<file path="src/rtl/dbg_event_pkg.sv">
package dbg_event_pkg;
  localparam int EVT_N   = 4;
  localparam int STAT_W  = EVT_N + 1;
  localparam int B_CMPL  = 0;
  localparam int B_IRQ   = 1;
  localparam int B_CRIT  = 2;
  localparam int B_RET   = 3;
  localparam int B_IMP   = 4;

  typedef enum logic [2:0] {
    SEL_CMPL  = 3'd0,
    SEL_ROUND = 3'd1,
    SEL_RET   = 3'd2,
    SEL_IRQ   = 3'd3,
    SEL_CRIT  = 3'd4
  } addr_sel_e;

  typedef struct packed {
    logic [EVT_N-1:0] hit;
    logic             imprecise;
    logic             load;
    addr_sel_e        sel;
  } evt_strb_t;
endpackage

</file>
<file path="src/rtl/dbg_event_ctl.sv">
module dbg_event_ctl
  import dbg_event_pkg::*;
(
  input  logic                   debugEn,
  input  logic [EVT_N-1:0]       ctlEn,
  input  logic                   higherPending,
  input  logic                   complStb,
  input  logic                   complSetsDe,
  input  logic                   complRound,
  input  logic                   irqStb,
  input  logic                   critStb,
  input  logic                   retStb,
  input  logic [STAT_W-1:0]      status,
  output evt_strb_t              strb,
  output logic                   dbgIrq
);
  logic cmplHit, irqHit, critHit, retHit;

  always_comb begin
    cmplHit = complStb & ctlEn[B_CMPL] & debugEn & ~complSetsDe;
    irqHit  = irqStb   & ctlEn[B_IRQ];
    critHit = critStb  & ctlEn[B_CRIT];
    retHit  = retStb   & ctlEn[B_RET];
  end

  always_comb begin
    strb.hit       = '0;
    strb.hit[B_CMPL] = cmplHit;
    strb.hit[B_IRQ]  = irqHit;
    strb.hit[B_CRIT] = critHit;
    strb.hit[B_RET]  = retHit;
    strb.imprecise = (retHit & ~debugEn) | (cmplHit & complRound);
    strb.load      = cmplHit | irqHit | critHit | retHit;
    if (critHit)      strb.sel = SEL_CRIT;
    else if (irqHit)  strb.sel = SEL_IRQ;
    else if (retHit)  strb.sel = SEL_RET;
    else if (complRound) strb.sel = SEL_ROUND;
    else              strb.sel = SEL_CMPL;
  end

  assign dbgIrq = debugEn & ~higherPending & (|status[EVT_N-1:0]);
endmodule

</file>
<file path="src/rtl/dbg_event_dp.sv">
module dbg_event_dp
  import dbg_event_pkg::*;
#(
  parameter int ADDR_W = 32
) (
  input  logic               clk,
  input  logic               rstN,
  input  evt_strb_t          strb,
  input  logic               clrWr,
  input  logic [STAT_W-1:0]  clrMask,
  input  logic [ADDR_W-1:0]  complNextPc,
  input  logic [ADDR_W-1:0]  roundVec,
  input  logic [ADDR_W-1:0]  irqVec,
  input  logic [ADDR_W-1:0]  critVec,
  input  logic [ADDR_W-1:0]  retPc,
  output logic [STAT_W-1:0]  status,
  output logic [ADDR_W-1:0]  saveAddr
);
  logic [STAT_W-1:0] setVec;
  logic [STAT_W-1:0] clrVec;
  logic [ADDR_W-1:0] addrNext;

  assign setVec = {strb.imprecise, strb.hit};
  assign clrVec = clrWr ? clrMask : '0;

  for (genvar i = 0; i < STAT_W; i++) begin : g_bit
    always_ff @(posedge clk) begin
      if (!rstN) status[i] <= 1'b0;
      else       status[i] <= (status[i] & ~clrVec[i]) | setVec[i];
    end
  end

  always_comb begin
    unique case (strb.sel)
      SEL_CRIT:  addrNext = critVec;
      SEL_IRQ:   addrNext = irqVec;
      SEL_RET:   addrNext = retPc;
      SEL_ROUND: addrNext = roundVec;
      default:   addrNext = complNextPc;
    endcase
  end

  always_ff @(posedge clk) begin
    if (!rstN)          saveAddr <= '0;
    else if (strb.load) saveAddr <= addrNext;
  end
endmodule

</file>
<file path="src/rtl/dbg_event_unit.sv">
module dbg_event_unit
  import dbg_event_pkg::*;
#(
  parameter int ADDR_W = 32
) (
  input  logic              clk,
  input  logic              rstN,
  input  logic              debugEn,
  input  logic [3:0]        ctlEn,
  input  logic              higherPending,
  input  logic              complStb,
  input  logic              complSetsDe,
  input  logic              complRound,
  input  logic [ADDR_W-1:0] complNextPc,
  input  logic [ADDR_W-1:0] roundVec,
  input  logic              irqStb,
  input  logic [ADDR_W-1:0] irqVec,
  input  logic              critStb,
  input  logic [ADDR_W-1:0] critVec,
  input  logic              retStb,
  input  logic [ADDR_W-1:0] retPc,
  input  logic              clrWr,
  input  logic [4:0]        clrMask,
  output logic [4:0]        status,
  output logic [ADDR_W-1:0] saveAddr,
  output logic              dbgIrq
);
  evt_strb_t strb;

  dbg_event_ctl u_ctl (
    .debugEn(debugEn), .ctlEn(ctlEn), .higherPending(higherPending),
    .complStb(complStb), .complSetsDe(complSetsDe), .complRound(complRound),
    .irqStb(irqStb), .critStb(critStb), .retStb(retStb),
    .status(status), .strb(strb), .dbgIrq(dbgIrq)
  );

  dbg_event_dp #(.ADDR_W(ADDR_W)) u_dp (
    .clk(clk), .rstN(rstN), .strb(strb), .clrWr(clrWr), .clrMask(clrMask),
    .complNextPc(complNextPc), .roundVec(roundVec), .irqVec(irqVec),
    .critVec(critVec), .retPc(retPc), .status(status), .saveAddr(saveAddr)
  );
endmodule

</file>
<file path="config.mk">
export PLATFORM = sky130hd
export DESIGN_NAME = dbg_event_unit
export DESIGN_NICKNAME = d
export VERILOG_FILES = /design/src/rtl/dbg_event_pkg.sv /design/src/rtl/dbg_event_ctl.sv /design/src/rtl/dbg_event_dp.sv /design/src/rtl/dbg_event_unit.sv
export SDC_FILE = /design/constraint.sdc
export NUM_CORES = 1
export LEC_CHECK = 0
export CORE_ASPECT_RATIO = 0.6
export CORE_MARGIN = 5
export CORE_UTILIZATION = 50
export DETAILED_ROUTE_END_ITERATION = 10
export DONT_BUFFER_PORTS = 1
export PLACE_DENSITY_LB_ADDON = 0.25
export SLEW_MARGIN = 10
export SYNTH_ARGS = -nofsm -noshare
export SYNTH_HDL_FRONTEND = slang
export SYNTH_SLANG_ARGS = --single-unit
</file>
<file path="constraint.sdc">
create_clock -name clk -period 1.4 [get_ports clk]
set_input_delay 0.14 -clock clk [delete_from_list [all_inputs] [get_ports clk]]
set_output_delay 0.14 -clock clk [all_outputs]
set_load 0.005 [all_outputs]
</file>
==> summary.md <==
| Metric | Value |
|---|---|
| Clk_skew | 0 ns |
| Final cell count without fillers | 460 |
| Routability cong. | 0.794 |
| Post-route antenna net violation count | 0 |
| Pins Over Slew Limit | 0 |
| Initial antenna violation count | 0 |
| CP max stage delay | 0.35 ns |
| DRT iter0 DRCs | 508 |
| GRT overflow | 0 |
| Die area | 7430 um2 |
| Num CTS Buffers | 5 |
| Fin. Hold Viols | 0 |
| Antenna diode count | 0 |
| WS Path Type | flip-flop to output port |
| Clock buffer depth | 2 |
| DP Worst Slack | -0.0451 ns |
| Total GRT Usage | 26.8% |
| Min cycle time layout | 1.17 ns |
| IO buf count | 0 |
| Root Driver | clkbuf_8 |
| Layout Cell Area excl Fill | 3050 um2 |
| Lkg Pwr | 1.08 nW |
| Via count | 3085 |
| Syn Inst Count | 399 |
| Largest net degree at the start of global routing | 66 |
| Req. time, crit path | 1.26 ns |
| Hold WS | 0.0154 ns |
| Fraction of layout cells with a size suffix above 1 | 14.7% |
| Vias per cell | 6.71 |
| CP Launch Type | flip-flop |
| CTS tree | built |
| CTS H-tree depth | 2 |
| Num ports | 218 |
| CORE AREA | 5570 um2 |
| Nets | 559 |
| Initial Util | 51.8% |
| Final worst setup slack | 0.231 ns |
| Maximum VDD drop | 347 uV |
| Vias in the first global route | 2919 |
| Final Power | 2.71 mW |
| Clk slew on worst S/H paths | 0.08 ns |
| Synth Net Count | 579 |
| Placed cell area | 2950 um2 |
| Setup-failing EPs final | 0 |
| Post-cts resize count | 0 |
| Synthesized area per cell | 7.22 um2 |
| Fmax | 0.856 GHz |
| RSZ-0062 raised after global routing | false |
| Final worst path period share | 83.5% |
| Top Family by Delay on Critical Path | simple AND/OR/NAND/NOR gates |
| Final Core Density | 54.8% |
| Hpwl dp | 7730 um |
| Cell Area, Synth | 2880 um2 |
| Layout area overhead | 5.82% |
| Most frequent cells in the layout | nand2_1, dfxtp_1, nor2b_1, o21ai_0, a222oi_1 |
| Dominant cells by area after synthesis | dfxtp_1, o22ai_2, a222oi_1, nand2_1, nor2b_1 |
| MaxCap Viol Count | 0 |
| Worst Max-Slew Pin Slew | 0.441 ns |
| Layout fillers | 547 |
| Placed cell count | 450 |
| Ys Warns | 0 |
| DRC | 0 |
| Worst Path Max Fanout | 3 |
| Unique masters post-synth | 26 |
| Synth area leader | dfxtp_1 |
| Rows | 21 |
| Top cell type's share of synthesized area | 25.7% |
| Die width | 108 um |
| Wire per inst | 22.9 um |
| Relative slew slack | 70.6% |
| Clk Latency, worst-skew pair | 0.28 ns |
| Worst-path cell chain | nor4_1 > nor3b_1 |
| DR pass1 iterations | 6 |
| Most common cell after layout, fill and taps aside | nand2_1 |
| Final TNS setup | 0 ns |
| Status | finished, final reports clean |
| PwrDens | 889 nW/um2 |
| Hold Path Class | input port to flip-flop |
| CP Buf/Inv Count | 0 |
| WL final | 10500 um |
| #FFs+latches synth | 37 |
| Sink Count | 37 |
| CP arrival | 1.03 ns |
| Worst Setup End Kind | output port |
| Die Height | 68.8 um |
| Register area share after synthesis | 25.7% |
| CP max stage cell | dfxtp_1 |
| First-pass GRT wire length | 15500 um |
-- synth_stat cells (all sizes together) --
library cell / n
nor4: 1
nand2: 75
a21oi: 2
a222oi: 33
and2: 3
o221ai: 1
inv: 1
clkbuf: 23
dfxtp: 37
nor3: 1
nor3b: 1
nand3: 32
a21o: 1
nor2b: 34
buf: 22
a21boi: 2
nand4b: 1
o21ai: 64
nor2: 33
o22ai: 32
-- state kept, by name (all words and copies together) (netlist names) --
register	cells
u_dp.saveAddr	32
u_dp.status	5
-- per-layer routing --
metal | track usage (%) | wire length (um)
met4 | 5.35 | 60
met2 | 44.7 | 4870
met5 | 0 | 0
met1 | 34.2 | 4180
met3 | 9.40 | 1430
-- report_power, final --
part	total [mW]	switching, mW	internal [mW]	leakage [nW]
clock network	0.731	0.385	0.346	0.0450
registers	1.25	0.0952	1.16	0.306
logic	0.730	0.383	0.347	0.727
total	2.71	0.863	1.85	1.08
-- final cells by class --
class                   instances  area [um2]  area share (%)
inverters                       1        3.75           0.123
flip-flops and latches         37         741            24.3
multi-input cells             316        1920            63.0
well taps                      80         100            3.28
repair buffers                 18         203            6.64
clock inverters                 2        10.0           0.328
clock buffers                   6        72.6            2.38
-- kinds of logic after synthesis --
group / synth area share (%)
AOI/OAI and AO/OA: 37.5
buffers and inverters: 7.99
and+or+nand+nor: 28.9
DFF: 25.7
-- path summary, 6_finish.rpt --
| kind | start | end | slack [ns] | cells after the start |
|---|---|---|---|---|
| min | rstN | u_dp.saveAddr[4] | 0.02 | 2 |
| max reg2reg | u_dp.status[4] | u_dp.status[4] | 0.66 | 3 |
| max | u_dp.status[1] | dbgIrq | 0.23 | 2 |
| min reg2reg | u_dp.status[0] | u_dp.status[0] | 0.50 | 2 |
-- what timing repair did --
action / in CTS / in global routing
buffers inserted: 0 / 0
hold buffers: 1 / 1
hold endpoints to repair: 5 / 3
(Power assumes the default switching activity.)
